`config.mk`:
```
export PLATFORM = sky130hd
export DESIGN_NAME = vbi_top
export DESIGN_NICKNAME = d
export VERILOG_FILES = /design/src/rtl/vbi_pkg.sv /design/src/rtl/vbi_cfg_regs.sv /design/src/rtl/vbi_lowest_first.sv /design/src/rtl/vbi_fetch_sub.sv /design/src/rtl/vbi_top.sv
export SDC_FILE = /design/constraint.sdc
export NUM_CORES = 1
export LEC_CHECK = 0
export CAP_MARGIN = 30
export CORE_MARGIN = 4
export CORE_UTILIZATION = 53
export CTS_CLUSTER_SIZE = 12
export DETAILED_ROUTE_END_ITERATION = 10
export GPL_TIMING_DRIVEN = 0
export PLACE_DENSITY = 0.89
export SLEW_MARGIN = 30
export SYNTH_ARGS = -nofsm -noshare
export SYNTH_HDL_FRONTEND = slang
export SYNTH_HIERARCHICAL = 1
export SYNTH_SLANG_ARGS = --single-unit
export TNS_END_PERCENT = 100
```
`constraint.sdc`:
```
create_clock -name clk -period 5.5 [get_ports clk]
set_clock_uncertainty 0.15 [all_clocks]
set_input_delay 1.375 -clock clk [delete_from_list [all_inputs] [get_ports clk]]
set_output_delay 1.375 -clock clk [all_outputs]
set_load 0.1 [all_outputs]
```
`src/rtl/vbi_pkg.sv`:
```
package vbi_pkg;

  typedef enum logic [1:0] {
    CFG_ENABLE = 2'd0,
    CFG_MODE   = 2'd1,
    CFG_GLOBAL = 2'd2
  } cfg_sel_e;

  typedef enum logic [1:0] {
    RSP_PASS = 2'd0,
    RSP_FAST = 2'd1,
    RSP_NORM = 2'd2
  } rsp_kind_e;

  localparam logic [7:0] BRANCH_OPC = 8'hEA;

  // Branch word: opcode byte then signed word offset (target - pc - 8) / 4
  function automatic logic [31:0] make_branch(input logic [31:0] target,
                                              input logic [31:0] pc);
    logic signed [31:0] diff;
    logic signed [31:0] words;
    diff  = signed'(target - pc - 32'd8);
    words = diff >>> 2;
    return {BRANCH_OPC, words[23:0]};
  endfunction

endpackage

```
`src/rtl/vbi_cfg_regs.sv`:
```
module vbi_cfg_regs
  import vbi_pkg::*;
#(
  parameter int unsigned NSRC = 32
) (
  input  logic            clk,
  input  logic            rst_n,
  input  logic            cfg_we,
  input  logic [1:0]      cfg_sel,
  input  logic [NSRC-1:0] cfg_wdata,
  output logic [NSRC-1:0] en_q,
  output logic [NSRC-1:0] mode_q,
  output logic            glb_q
);

  always_ff @(posedge clk or negedge rst_n) begin
    if (!rst_n) begin
      en_q   <= '0;
      mode_q <= '0;
      glb_q  <= 1'b0;
    end else if (cfg_we) begin
      unique case (cfg_sel)
        CFG_ENABLE: en_q   <= cfg_wdata;
        CFG_MODE:   mode_q <= cfg_wdata;
        CFG_GLOBAL: glb_q  <= cfg_wdata[0];
        default: ;
      endcase
    end
  end

endmodule

```
`src/rtl/vbi_lowest_first.sv`:
```
module vbi_lowest_first #(
  parameter int unsigned W  = 32,
  localparam int unsigned IW = $clog2(W)
) (
  input  logic          clk,
  input  logic          rst_n,
  input  logic [W-1:0]  vec,
  output logic          found,
  output logic [IW-1:0] idx
);

  always_comb begin
    found = 1'b0;
    idx   = '0;
    for (int i = W - 1; i >= 0; i--) begin
      if (vec[i]) begin
        found = 1'b1;
        idx   = IW'(i);
      end
    end
  end

  AST_PICK_IS_SET: assert property (@(posedge clk) disable iff (!rst_n)
    found |-> vec[idx]);
  AST_NONE_BELOW: assert property (@(posedge clk) disable iff (!rst_n)
    found |-> ((vec & ~({W{1'b1}} << idx)) == '0));

endmodule

```
`src/rtl/vbi_fetch_sub.sv`:
```
module vbi_fetch_sub
  import vbi_pkg::*;
#(
  parameter int unsigned  NSRC     = 32,
  parameter int unsigned  AW       = 32,
  parameter logic [31:0]  VEC_NORM = 32'h18,
  parameter logic [31:0]  VEC_FAST = 32'h1C,
  parameter logic [31:0]  TGT_BASE = 32'h80,
  localparam int unsigned IW       = $clog2(NSRC)
) (
  input  logic          clk,
  input  logic          rst_n,
  input  logic          f_valid,
  output logic          f_ready,
  input  logic [AW-1:0] f_addr,
  input  logic          f_instr,
  input  logic [31:0]   f_mem,
  output logic          r_valid,
  input  logic          r_ready,
  output logic [31:0]   r_data,
  input  logic          fast_req,
  input  logic          norm_req,
  input  logic [IW-1:0] fast_idx,
  input  logic [IW-1:0] norm_idx
);

  logic          accept, hit_fast, hit_norm;
  rsp_kind_e     kind_q;
  logic [IW-1:0] fast_idx_q, norm_idx_q;
  logic [31:0]   mem_q;
  logic          rv_q;

  assign f_ready  = !rv_q || r_ready;
  assign accept   = f_valid && f_ready;
  assign hit_fast = f_instr && (f_addr == AW'(VEC_FAST)) && fast_req;
  assign hit_norm = f_instr && (f_addr == AW'(VEC_NORM)) && norm_req;

  always_ff @(posedge clk or negedge rst_n) begin
    if (!rst_n) begin
      rv_q       <= 1'b0;
      kind_q     <= RSP_PASS;
      fast_idx_q <= '0;
      norm_idx_q <= '0;
      mem_q      <= '0;
    end else if (accept) begin
      rv_q  <= 1'b1;
      mem_q <= f_mem;
      if (hit_fast) begin
        kind_q     <= RSP_FAST;
        fast_idx_q <= fast_idx;
      end else if (hit_norm) begin
        kind_q     <= RSP_NORM;
        norm_idx_q <= norm_idx;
      end else begin
        kind_q <= RSP_PASS;
      end
    end else if (r_ready) begin
      rv_q <= 1'b0;
    end
  end

  always_comb begin
    unique case (kind_q)
      RSP_FAST: r_data = make_branch(TGT_BASE + {{(32-IW-2){1'b0}}, fast_idx_q, 2'b00}, VEC_FAST);
      RSP_NORM: r_data = make_branch(TGT_BASE + {{(32-IW-2){1'b0}}, norm_idx_q, 2'b00}, VEC_NORM);
      default:  r_data = mem_q;
    endcase
  end

  assign r_valid = rv_q;

  AST_ACCEPT_RESP: assert property (@(posedge clk) disable iff (!rst_n)
    (f_valid && f_ready) |=> r_valid);
  AST_STALL_HOLD: assert property (@(posedge clk) disable iff (!rst_n)
    (r_valid && !r_ready) |=> (r_valid && $stable(r_data)));
  AST_DATA_FETCH_PASS: assert property (@(posedge clk) disable iff (!rst_n)
    (f_valid && f_ready && !f_instr) |=> (r_data == $past(f_mem)));

endmodule

```
`src/rtl/vbi_top.sv`:
```
module vbi_top
  import vbi_pkg::*;
#(
  parameter int unsigned  NSRC     = 32,
  parameter int unsigned  AW       = 32,
  parameter logic [31:0]  VEC_NORM = 32'h18,
  parameter logic [31:0]  VEC_FAST = 32'h1C,
  parameter logic [31:0]  TGT_BASE = 32'h80,
  localparam int unsigned IW       = $clog2(NSRC)
) (
  input  logic            clk,
  input  logic            rst_n,
  input  logic [NSRC-1:0] src_pend,
  input  logic            cfg_we,
  input  logic [1:0]      cfg_sel,
  input  logic [NSRC-1:0] cfg_wdata,
  output logic            fast_req,
  output logic            norm_req,
  input  logic            f_valid,
  output logic            f_ready,
  input  logic [AW-1:0]   f_addr,
  input  logic            f_instr,
  input  logic [31:0]     f_mem,
  output logic            r_valid,
  input  logic            r_ready,
  output logic [31:0]     r_data
);

  logic [NSRC-1:0] en_q, mode_q;
  logic            glb_q;
  logic [NSRC-1:0] live;
  logic [NSRC-1:0] by_mode [2];
  logic            any    [2];
  logic [IW-1:0]   pick   [2];

  vbi_cfg_regs #(.NSRC(NSRC)) u_cfg (
    .clk(clk), .rst_n(rst_n), .cfg_we(cfg_we), .cfg_sel(cfg_sel),
    .cfg_wdata(cfg_wdata), .en_q(en_q), .mode_q(mode_q), .glb_q(glb_q)
  );

  assign live = src_pend & en_q & {NSRC{glb_q}};

  // index 0: normal mode, index 1: fast mode
  for (genvar m = 0; m < 2; m++) begin : g_mode
    assign by_mode[m] = (m == 1) ? (live & mode_q) : (live & ~mode_q);
    vbi_lowest_first #(.W(NSRC)) u_pick (
      .clk(clk), .rst_n(rst_n), .vec(by_mode[m]),
      .found(any[m]), .idx(pick[m])
    );
  end

  assign fast_req = any[1];
  assign norm_req = any[0] && !any[1];

  vbi_fetch_sub #(
    .NSRC(NSRC), .AW(AW), .VEC_NORM(VEC_NORM), .VEC_FAST(VEC_FAST),
    .TGT_BASE(TGT_BASE)
  ) u_fetch (
    .clk(clk), .rst_n(rst_n),
    .f_valid(f_valid), .f_ready(f_ready), .f_addr(f_addr),
    .f_instr(f_instr), .f_mem(f_mem),
    .r_valid(r_valid), .r_ready(r_ready), .r_data(r_data),
    .fast_req(fast_req), .norm_req(norm_req),
    .fast_idx(pick[1]), .norm_idx(pick[0])
  );

  AST_REQ_EXCL: assert property (@(posedge clk) disable iff (!rst_n)
    !(fast_req && norm_req));
  AST_MASKED_QUIET: assert property (@(posedge clk) disable iff (!rst_n)
    !glb_q |-> (!fast_req && !norm_req));
  AST_NO_REQ_UNPENDING: assert property (@(posedge clk) disable iff (!rst_n)
    ((src_pend & en_q) == '0) |-> (!fast_req && !norm_req));

endmodule

```
# Word-level counts from Yosys, hierarchy flattened
# Index checks and enable logic that the tools add are counted.
dict set report classes {
  add_sub_neg 6
  n_eq_ne 6
  muxes 133
  bitwise_logic 6
  reduce_logical 16
}
# operator n
set op_table {}
lappend op_table {{5-bit two-way mux} 64}
lappend op_table {{32-bit AND} 4}
lappend op_table {{1-bit two-way mux} 66}
lappend op_table {{32-bit by 5-bit equality test with 1-bit output, second input constant} 2}
lappend op_table {{32-bit case mux with 2 select lines} 1}
lappend op_table {{26-bit by 4-bit subtractor with 26-bit output, second input constant} 2}
lappend op_table {{26-bit by 5-bit subtractor with 26-bit output, second input constant} 2}
lappend op_table {{32-bit NOT} 1}
lappend op_table {{8-bit by 7-bit adder with 9-bit output, first input constant} 2}
lappend op_table {{2-bit AND reduction} 4}
lappend op_table {{1-bit logical AND} 6}
lappend op_table {{2-bit by 1-bit equality test with 1-bit output, second input constant} 2}
lappend op_table {{2-bit equality test, second input constant} 2}
lappend op_table {{2-bit two-way mux} 2}
lappend op_table {{3-bit AND reduction} 1}
lappend op_table {{1-bit logical NOT} 2}
lappend op_table {{2-bit logical NOT} 1}
lappend op_table {{2-bit nonzero test} 1}
lappend op_table {{1-bit logical OR} 1}
lappend op_table {{1-bit NOT} 1}
dict set report word_totals {
  regBits 110
  input_bits 136
  output_inout_bits 36
  word_cells 175
}

# Longest topological paths before layout
# Gate-level depths: netlist of the first run.
dict set report depth {
  depth_word 40
  ltp_mapped 11
  depth_no_buf 8
}

# Cells and area by module
# Netlist of the first run, hierarchy kept.
# mod n_inst cells_per_inst area_each_um2 seq_area_each_um2
set by_module_without_submodules {}
lappend by_module_without_submodules {vbi_cfg_regs 1 139 2459.9 1626.6}
lappend by_module_without_submodules {vbi_fetch_sub 1 200 2394.8 1126.1}
lappend by_module_without_submodules {vbi_lowest_first 2 65 370.4 0.0}
lappend by_module_without_submodules {vbi_top 1 72 670.6 0.0}

# Worst setup path before layout of the first run
# Ideal clock, no wire load.
dict set report synth_timing {
  kind {input port to output port}
  startpoint {input src_pend[20]}
  endpoint {output norm_req}
  t_arrival_ns 4.799
  required_time_ns 3.975
  setup_slack_ns -0.824
  stages 5
  n_path_buf 0
  cell_sequence {and4_1 -> or4_4 -> nor3_1 -> nand3b_1 -> nor2b_1}
}
dict set report synth_via {
  elab_chain_cells 26
  word_cells_on_any_way 48
  cone_classes {mux (42); bitwise (4); reduce/logical (2)}
}
# element line_no
set synth_rtl {}
lappend synth_rtl {{start: declaration} vbi_top.sv:13} ;# input logic [NSRC-1:0] src_pend,
lappend synth_rtl {{32-bit AND (2 in a row)} vbi_top.sv:41} ;# assign live = src_pend & en_q & {NSRC{glb_q}};
lappend synth_rtl {{32-bit AND} vbi_top.sv:45} ;# assign by_mode[m] = (m == 1) ? (live & mode_q) : (live & ~mode_q);
lappend synth_rtl {{1-bit two-way mux (21 in a row)} vbi_lowest_first.sv:16} ;# if (vec[i]) begin
lappend synth_rtl {{named net fast_req} vbi_top.sv:17} ;# output logic fast_req,
lappend synth_rtl {{1-bit logical NOT} vbi_top.sv:53} ;# assign norm_req = any[0] && !any[1];
lappend synth_rtl {{1-bit logical AND} vbi_top.sv:53}
lappend synth_rtl {{end: declaration} vbi_top.sv:18} ;# output logic norm_req,
# The timed path passes the listed nets, and every way through them passes these cells.

==> results of run 1 <==
==> Yosys cell counts (3+ instances only) <==
cell type | count | area share (%)
nand3b_1 | 6 | 0.72
xnor2_1 | 4 | 0.56
inv_1 | 21 | 1.3
ha_1 | 5 | 1.0
a221oi_1 | 3 | 0.42
and4b_1 | 32 | 5.1
nor4_1 | 13 | 1.3
clkbuf_8 | 3 | 0.66
and2_1 | 24 | 2.4
o21a_1 | 3 | 0.36
nor4b_2 | 4 | 0.96
a2111oi_0 | 4 | 0.56
clkbuf_1 | 5 | 0.30
mux2_2 | 95 | 17
o311ai_0 | 4 | 0.56
a22oi_1 | 3 | 0.36
dfrtp_1 | 110 | 44
and4_1 | 32 | 4.5
o31ai_1 | 4 | 0.48
nor3b_1 | 4 | 0.48
buf_6 | 5 | 0.90
mux2_4 | 10 | 2.4
buf_2 | 3 | 0.24
nor4_2 | 3 | 0.60
buf_4 | 7 | 0.84
nand2b_1 | 7 | 0.70
nor2_1 | 28 | 1.7
nor3_1 | 12 | 0.96
a21oi_1 | 20 | 1.6
nand2_1 | 12 | 0.72
nand3_1 | 6 | 0.48
o21ai_0 | 11 | 0.88
==> logic make-up (layout without fill, tap and decap cells) <==
kind of cell,after synthesis,count (layout),synth area share [%]
AOI/OAI and AO/OA,68,68,7.17
xor gates and xnor gates,6,6,0.839
adders and majority gates,5,5,0.998
buffers and inverters,44,232,4.19
DFF,110,110,43.9
muxes,107,107,19.8
and+or+nand+nor,201,201,23.0
==> final cells by class <==
class	count	area [um^2]
plain buffers	23	184
clock buffers	10	229
clock inverters	6	109
fillers	796	2990
inverters	21	78.8
multi-input cells	387	3260
flip-flops and latches	110	2750
well taps	143	179
repair buffers	172	1730
==> worst paths after layout <==
| kind | start | end | slack (ps) |
|---|---|---|---|
| setup / recovery | src_pend[24] | norm_req | 170 |
| hold / removal | u_fetch/mem_q[30] | u_fetch/mem_q[30] | 350 |
| setup reg to reg | u_cfg/glb_q | u_fetch/norm_idx_q[1] | 2280 |
| hold reg to reg | u_fetch/mem_q[30] | u_fetch/mem_q[30] | 350 |
| max in group asynchronous | rst_n | u_fetch/mem_q[9] | 3720 |
| min in group asynchronous | rst_n | u_cfg/en_q[2] | 830 |
==> power groups by stage <==
stage          Clock [W]  Combinational, W  Sequential [W]
2_1_floorplan          0          0.000716         0.00100
3_3_place_gp           0           0.00101         0.00101
3_5_place_dp           0           0.00103         0.00102
4_1_cts         0.000750           0.00103         0.00101
5_1_grt         0.000786           0.00108         0.00103
6_report        0.000742           0.00103         0.00101
==> cells in the final DEF (no fill, tap or decap), types with 7 or more instances in the layout <==
cell / n
clkbuf_16: 9
and4_1: 32
dfrtp_1: 110
mux2_2: 95
inv_1: 21
mux2_4: 10
nand2_1: 12
and2_1: 24
buf_4: 7
clkdlybuf4s50_1: 168
nor2_1: 28
nor3_1: 11
a21oi_1: 20
o21ai_0: 11
nor4_1: 13
and4b_1: 32
nand2b_1: 7
==> metrics by stage <==
stage	total power (W)	worst slack, ps	hold WS (ps)
6_report	0.00278	172	353
5_1_grt	0.00290	1.13	365
4_1_cts	0.00279	33.1	351
3_5_place_dp	0.00205	-635	334
3_3_place_gp	0.00202	-1060	328
2_1_floorplan	0.00172	22.8	315
==> per-layer routing <==
metal / track usage (%) / part of all wire, %
met3: 4.66 / 7.2
met1: 30.0 / 40
met5: 0 / 0
met2: 45.6 / 51
met4: 8.56 / 2.2
==> flip-flops by register name, summed over array words and instances (netlist names) <==
| name | count |
|---|---|
| u_cfg/en_q | 32 |
| u_cfg/mode_q | 32 |
| u_fetch/r_valid | 1 |
| u_fetch/norm_idx_q | 5 |
| u_fetch/fast_idx_q | 5 |
| u_fetch/kind_q | 2 |
| u_fetch/mem_q | 32 |
| u_cfg/glb_q | 1 |
==> repair_timing <==
action | CTS | global route
pin swaps | 0 | 0
gates resized for setup | 6 | 3
endpoints found under the setup margin | 2 | 2
==> flow_summary.yaml, run 1 <==
outcome:
  status: "completed"
finish:
  n_antenna_cell: 0
  final_layout_size_suffix_gt1_share_pct: 22.1
  fin_nets: 865
  final_cells: 872
  post-route-util_pct: 74.1
  finalInstanceArea_um2: 8530
  synthToLayoutAreaGrowth_pct: 36.1
sta:
  tightest_slew_ps: 1030
  setup_tns_ps: 0
  drv_slew: 0
  max_slew_margin_pct: 31.4
  hold_viol_final: 0
  setup_violations: 0
  min_period_over_period_pct: 96.9
  fin_crit_ps: 5330
  grt_setup_unrepaired: "no"
  fmax_mhz: 188
yosys:
  synth-edff-count: 0
  yosys_register_bits: 110
  synthCells: 541
  synthesis.area_um2: 6270
  async_flop_share_pct: 100
  synth-seq-area-share_pct: 43.9
  syn_nets: 682
  syn_avg_cell_area_um2: 11.6
  synth_cell_type_count: 58
  ys.flop_type: "dfrtp_1"
  yosysWarnings: 6
pwr:
  power_frac_comb_pct: 37.1
  p_per_area_nw_per_um2: 326
  vdd_drop_max_mv: 0.147
  sw_frac_of_total_pct: 35.6
  leakage_nw: 3.56
  clock_power_share_pct: 26.7
  p_int_w: 0.00179
  seq_power_share_pct: 36.3
  switching_power_w: 0.000992
cts:
  cts_sinks: 110
  htree_levels: 3
  cts_tree: "built"
  clkLatencyLatePin_ps: 350
  post-cts-setup-buffer-count: 0
  cts.hold.buffers_added: 0
  cts_buffers: 9
  path_clk_slew_ps: 70
  cts_max_path_buffers: 2
  clock-root-buffer: "clkbuf_16"
critical_path:
  r2r_cells: 11
  cp-end-kind: "output port"
  critical_path.max_fanout: 4
  critPathTopFamily: "simple AND/OR/NAND/NOR gates"
  path_cells: "clkdlybuf4s50_1 -> and4_1 -> nor4_1 -> nand3_1 -> nor3_2 -> nand3b_1 -> nor2b_4 -> clkbuf_4"
  crit_arrival_ps: 3800
  cp.buffers_inverters: 2
  slowest_delay_ps: 430
  worstPathRequired_ps: 3970
  worstSetupStartpointType: "primary input"
  crit_slowest_cell: "clkdlybuf4s50_1"
  crit_type: "primary input to output port"
  cp.depth: 8
detailed_routing:
  drt_wl_total_um: 17400
  wl_per_cell_um: 19.9
  via_per_inst: 6.04
  num_vias: 5263
  ant_nets: 0
  remaining_drc_errors: 0
  firstDrtPassIters: 4
  drt_iter0_drc: 287
placement:
  dp.cells: 856
  hpwlAfterDp_um: 13600
  place.gp.congestion: 0.860
  port_buffers: 171
  dpl-instance-area_um2: 8200
min_path:
  hold_depth: 1
  hold_path.class: "flip-flop to flip-flop"
floorplanning:
  die_w_um: 117
  top_level_ports: 172
  core_um2: 11500
  die_h_um: 117
  initial_utilization_pct: 54.4
  rows: 39
  die_area_um2: 13600
global_routing:
  grt_antenna_before_repair: 0
  grt_first_pass_wirelength_um: 26800
  grt_max_degree: 57
  overflow: 0
  gr-usage-all-layers_pct: 25.2
  grt_pass1_vias: 5472
run:
  cap_violations: 0
Note: power is estimated with default switching activity, not from simulation.
==> inputs of run 2 (changes only) <==
ABC_CLOCK_PERIOD_IN_PS = 5500   (was unset)
CORE_ASPECT_RATIO = 1.75   (was unset)
==> flow_summary.yaml, run 2 (synthesis results as in run 1) <==
critical_path:
  slowest_delay_ps: 480
  path_cells: "clkdlybuf4s50_1 -> and4_1 -> nor4_1 -> nand3_1 -> nor3_2 -> nand3b_1 -> nor2b_4 -> clkbuf_4"
  cp.buffers_inverters: 2
  crit_end: "norm_req"
  crit_arrival_ps: 3940
  r2r_cells: 11
  crit_type: "primary input to output port"
  critPathTopFamily: "simple AND/OR/NAND/NOR gates"
  cp-startpoint: "src_pend[24]"
  crit_slowest_cell: "nor4_1"
  regToRegSetupSlack_ps: 2120
  cp.depth: 8
  worstSetupStartpointType: "primary input"
  r2r_start: "u_cfg/glb_q"
  critical_path.max_fanout: 4
  cp-end-kind: "output port"
  worstPathRequired_ps: 3970
  worstReg2RegEnd: "u_fetch/norm_idx_q[3]"
floorplanning:
  die_area_um2: 13700
  die_w_um: 90.2
  die_h_um: 152
  top_level_ports: 172
  initial_utilization_pct: 54.1
  core_um2: 11600
  rows: 52
pwr:
  power_frac_comb_pct: 38.7
  leakage_nw: 3.54
  switching_power_w: 0.00101
  sw_frac_of_total_pct: 37.3
  p_per_area_nw_per_um2: 320
  seq_power_share_pct: 37.3
  clock_power_share_pct: 24.0
  p_int_w: 0.00170
  finalPower_w: 0.00271
  vdd_drop_max_mv: 0.215
sta:
  setup_tns_ps: 0
  hold_slack_ps: 351
  fin_crit_ps: 5460
  fmax_mhz: 183
  grt_setup_unrepaired: "no"
  tightest_slew_ps: 1020
  max_slew_margin_pct: 32.1
  min_period_over_period_pct: 99.3
  drv_slew: 0
  hold_viol_final: 0
  setup_violations: 0
detailed_routing:
  wl_per_cell_um: 21.5
  num_vias: 5299
  remaining_drc_errors: 0
  drt_iter0_drc: 287
  via_per_inst: 6.14
  drt_wl_total_um: 18500
  ant_nets: 0
  firstDrtPassIters: 5
cts:
  path_clk_slew_ps: 70
  cts_sinks: 110
  clock-root-buffer: "clkbuf_16"
  htree_levels: 3
  cts_buffers: 9
  post-cts-setup-buffer-count: 0
  cts_max_path_buffers: 2
  clkLatencyLatePin_ps: 350
  cts_tree: "built"
finish:
  final_common_cell: "clkdlybuf4s50_1"
  finalInstanceArea_um2: 8480
  fillers: 783
  n_antenna_cell: 0
  top_regs: "u_cfg/en_q: 32 flops, u_cfg/mode_q: 32 flops, u_fetch/mem_q: 32 flops"
  mostFrequentLayoutCells: "clkdlybuf4s50_1 (168), dfrtp_1 (110), mux2_2 (95), and4_1 (32), and4b_1 (32)"
  synthToLayoutAreaGrowth_pct: 35.3
  final_cells: 863
  fin_nets: 865
  final_layout_size_suffix_gt1_share_pct: 22.1
global_routing:
  grt_max_degree: 65
  grt_antenna_before_repair: 0
  overflow: 0
  grt_pass1_vias: 5708
  grt_first_pass_wirelength_um: 29100
  gr-usage-all-layers_pct: 26.7
run:
  cap_violations: 0
placement:
  port_buffers: 171
  place.gp.congestion: 0.921
  hpwlAfterDp_um: 14700
  dpl-instance-area_um2: 8190
  dp.cells: 848
outcome:
  status: "completed"
min_path:
  hold_path.class: "flip-flop to flip-flop"
==> run 2: per-layer routing <==
metal	up-vias	global-route usage [%]	share of wire, %
met3	63	5.29	6.2
met1	2550	26.0	34
li1	2413	-	-
met2	273	51.4	55
met5	-	0	0
met4	0	14.6	5.0
==> run 2: area by class of cell <==
type | instances | area, um^2 | share of cell area (%)
multi-input cells | 387 | 3260 | 38.5
flip-flops and latches | 110 | 2750 | 32.5
repair buffers | 172 | 1730 | 20.4
clock buffers | 9 | 225 | 2.66
plain buffers | 23 | 184 | 2.17
well taps | 135 | 169 | 1.99
inverters | 21 | 78.8 | 0.930
clock inverters | 6 | 72.6 | 0.856
==> run 2: power groups by stage <==
stage	clock network (W)	logic, W	registers, W
4_1_cts	0.000667	0.00104	0.00101
6_report	0.000651	0.00105	0.00101
3_3_place_gp	0	0.00101	0.00101
2_1_floorplan	0	0.000716	0.00100
5_1_grt	0.000698	0.00109	0.00103
3_5_place_dp	0	0.00104	0.00103
==> run 2: repair_timing <==
action	4_1_cts	5_1_grt
hold buffers	0	0
pin swaps	0	0
gates resized for setup	6	3
endpoints found under the setup margin	2	2
==> run 2: how the worst min path moves through the flow <==
| stage | start | to | depth (start not counted) |
|---|---|---|---|
| 6_report | u_fetch/mem_q[12] | u_fetch/mem_q[12] | 1 |
| 5_1_grt | u_fetch/mem_q[2] | u_fetch/mem_q[2] | 1 |
| 4_1_cts | u_fetch/mem_q[26] | u_fetch/mem_q[26] | 1 |
| 3_5_place_dp | u_fetch/mem_q[12] | u_fetch/mem_q[12] | 1 |
| 3_3_place_gp | u_cfg/en_q[30] | u_cfg/en_q[30] | 1 |
| 2_1_floorplan | u_cfg/en_q[31] | u_cfg/en_q[31] | 1 |
==> run 2: through the flow <==
step / util (%) / worst slack, ps
floorplan: - / 22.8
global placement: 70.5 / -1030
detailed placement: 70.7 / -662
CTS: 73.2 / 14.3
global route: 73.2 / 31.5
finish: 73.2 / 36.5
==> inputs of run 3 (changes only) <==
ABC_CLOCK_PERIOD_IN_PS = unset   (was 5500)
CORE_UTILIZATION = 45   (was 53)
PLACE_DENSITY = 0.78   (was 0.89)
==> flow_summary.yaml, run 3 (synthesis results as in run 1) <==
critical_path:
  regToRegSetupSlack_ps: 2120
  worstReg2RegEnd: "u_fetch/norm_idx_q[3]"
  critPathTopFamily: "simple AND/OR/NAND/NOR gates"
  cp.buffers_inverters: 2
  cp-end-kind: "output port"
  crit_arrival_ps: 3910
  path_cells: "clkdlybuf4s50_1 -> and4_1 -> nor4_1 -> nand3_1 -> nor3_2 -> nand3b_1 -> nor2b_4 -> buf_4"
  critical_path.max_fanout: 4
  worstSetupStartpointType: "primary input"
  r2r_start: "u_cfg/glb_q"
  r2r_cells: 11
  cp.depth: 8
  crit_slowest_cell: "nor4_1"
  worstPathRequired_ps: 3970
  slowest_delay_ps: 510
  crit_type: "primary input to output port"
cts:
  clock-root-buffer: "clkbuf_16"
  cts.hold.buffers_added: 0
  cts_sinks: 110
  post-cts-setup-buffer-count: 0
  cts_max_path_buffers: 2
  cts_buffers: 9
  path_clk_slew_ps: 70
  cts_tree: "built"
  clkLatencyLatePin_ps: 350
  htree_levels: 3
global_routing:
  overflow: 0
  gr-usage-all-layers_pct: 21.5
  met3_usage_pct: 4.89
  grt_first_pass_wirelength_um: 27300
  use_met1_pct: 21.9
  grt_max_degree: 58
  met2_usage_pct: 40.8
  grt_pass1_vias: 5513
  grt_antenna_before_repair: 0
  top_usage_layer: "met2"
finish:
  top_regs: "u_cfg/en_q: 32 flops, u_cfg/mode_q: 32 flops, u_fetch/mem_q: 32 flops"
  fin_nets: 865
  mostFrequentLayoutCells: "clkdlybuf4s50_1 (168), dfrtp_1 (110), mux2_2 (95), and4_1 (32), and4b_1 (32)"
  regArea_um2: 2750
  final_layout_size_suffix_gt1_share_pct: 22.1
  fillers: 1074
  post-route-util_pct: 63.0
  synthToLayoutAreaGrowth_pct: 36.0
  n_antenna_cell: 0
  multi_input_area_um2: 3260
  final_common_cell: "clkdlybuf4s50_1"
floorplanning:
  die_h_um: 164
  top_level_ports: 172
  die_area_um2: 16000
  initial_utilization_pct: 46.3
  rows: 56
  core_um2: 13500
  die_w_um: 97.2
sta:
  layout_setup_ws_ps: 61.0
  drv_slew: 0
  min_period_over_period_pct: 98.9
  fin_crit_ps: 5440
  fmax_mhz: 184
  hold_viol_final: 0
  setup_violations: 0
  setup_tns_ps: 0
  max_slew_margin_pct: 33.6
  grt_setup_unrepaired: "no"
  tightest_slew_ps: 993
outcome:
  status: "completed"
detailed_routing:
  drt_iter0_drc: 210
  via_per_inst: 5.73
  num_vias: 5169
  firstDrtPassIters: 4
  ant_nets: 0
  drt_wl_total_um: 17300
  remaining_drc_errors: 0
  wl_per_cell_um: 19.2
run:
  cap_violations: 0
min_path:
  holdPathEnd: "u_fetch/mem_q[31]"
  hold_path.class: "flip-flop to flip-flop"
  hold_start: "u_fetch/mem_q[31]"
  hold_depth: 1
pwr:
  vdd_drop_max_mv: 0.186
  leakage_nw: 3.54
  p_per_area_nw_per_um2: 316
placement:
  pre_cts_slack_ps: -756
  place.gp.congestion: 0.912
  port_buffers: 171
  hpwlAfterDp_um: 13900
## run 3: metrics by stage
stage	area [um^2]	power [W]	hold slack, ps	instances
finish	8520	0.00270	348	902
global route	8520	0.00282	362	902
CTS	8530	0.00272	351	902
detailed placement	8240	0.00206	335	887
global placement	8210	0.00202	329	886
floorplan	6280	0.00172	315	541
## run 3: repair_timing
item	CTS	global route
endpoints found under the hold margin	0	0
cloned	0	0
setup endpoints to repair	2	1
gates resized for setup	9	2
## run 3: worst register-to-register path: stages (launching register included)
cell and delay (ps):
dfrtp_1 380, buf_4 180, buf_4 170, and4_1 180
nor4_1 510, nand3_1 220, nor3_2 340, nand3b_1 290
nor2b_4 190, and3b_1 200, buf_6 150, mux2_4 300
## run 3: worst max path at each step
stage,slack [ps],end,from
CTS,40,fast_req,src_pend[24]
detailed placement,-760,norm_req,src_pend[24]
global placement,-1100,u_cfg/mode_q[23],rst_n
finish,60,norm_req,src_pend[24]
floorplan,20,norm_req,src_pend[24]
global route,20,norm_req,src_pend[24]
## run 3: power breakdown
part / total, W / internal (W) / switching (W)
Combinational: 0.00103 / 0.000412 / 0.000623
Clock: 0.000654 / 0.000355 / 0.000299
Sequential: 0.00101 / 0.000935 / 0.0000736
Total: 0.00270 / 0.00170 / 0.000995
## run 3: area by class of cell
class,instances,share of cell area [%]
clock inverters,6,0.807
clock buffers,9,2.64
plain buffers,23,2.16
flip-flops and latches,110,32.3
well taps,174,2.55
multi-input cells,387,38.3
inverters,21,0.925
repair buffers,172,20.3
## run 3: layer usage
metal | wire length, um | up-vias
li1 | - | 2423
met5 | 0 | -
met2 | 9080 | 215
met1 | 6490 | 2491
met4 | 724 | 0
met3 | 1010 | 40
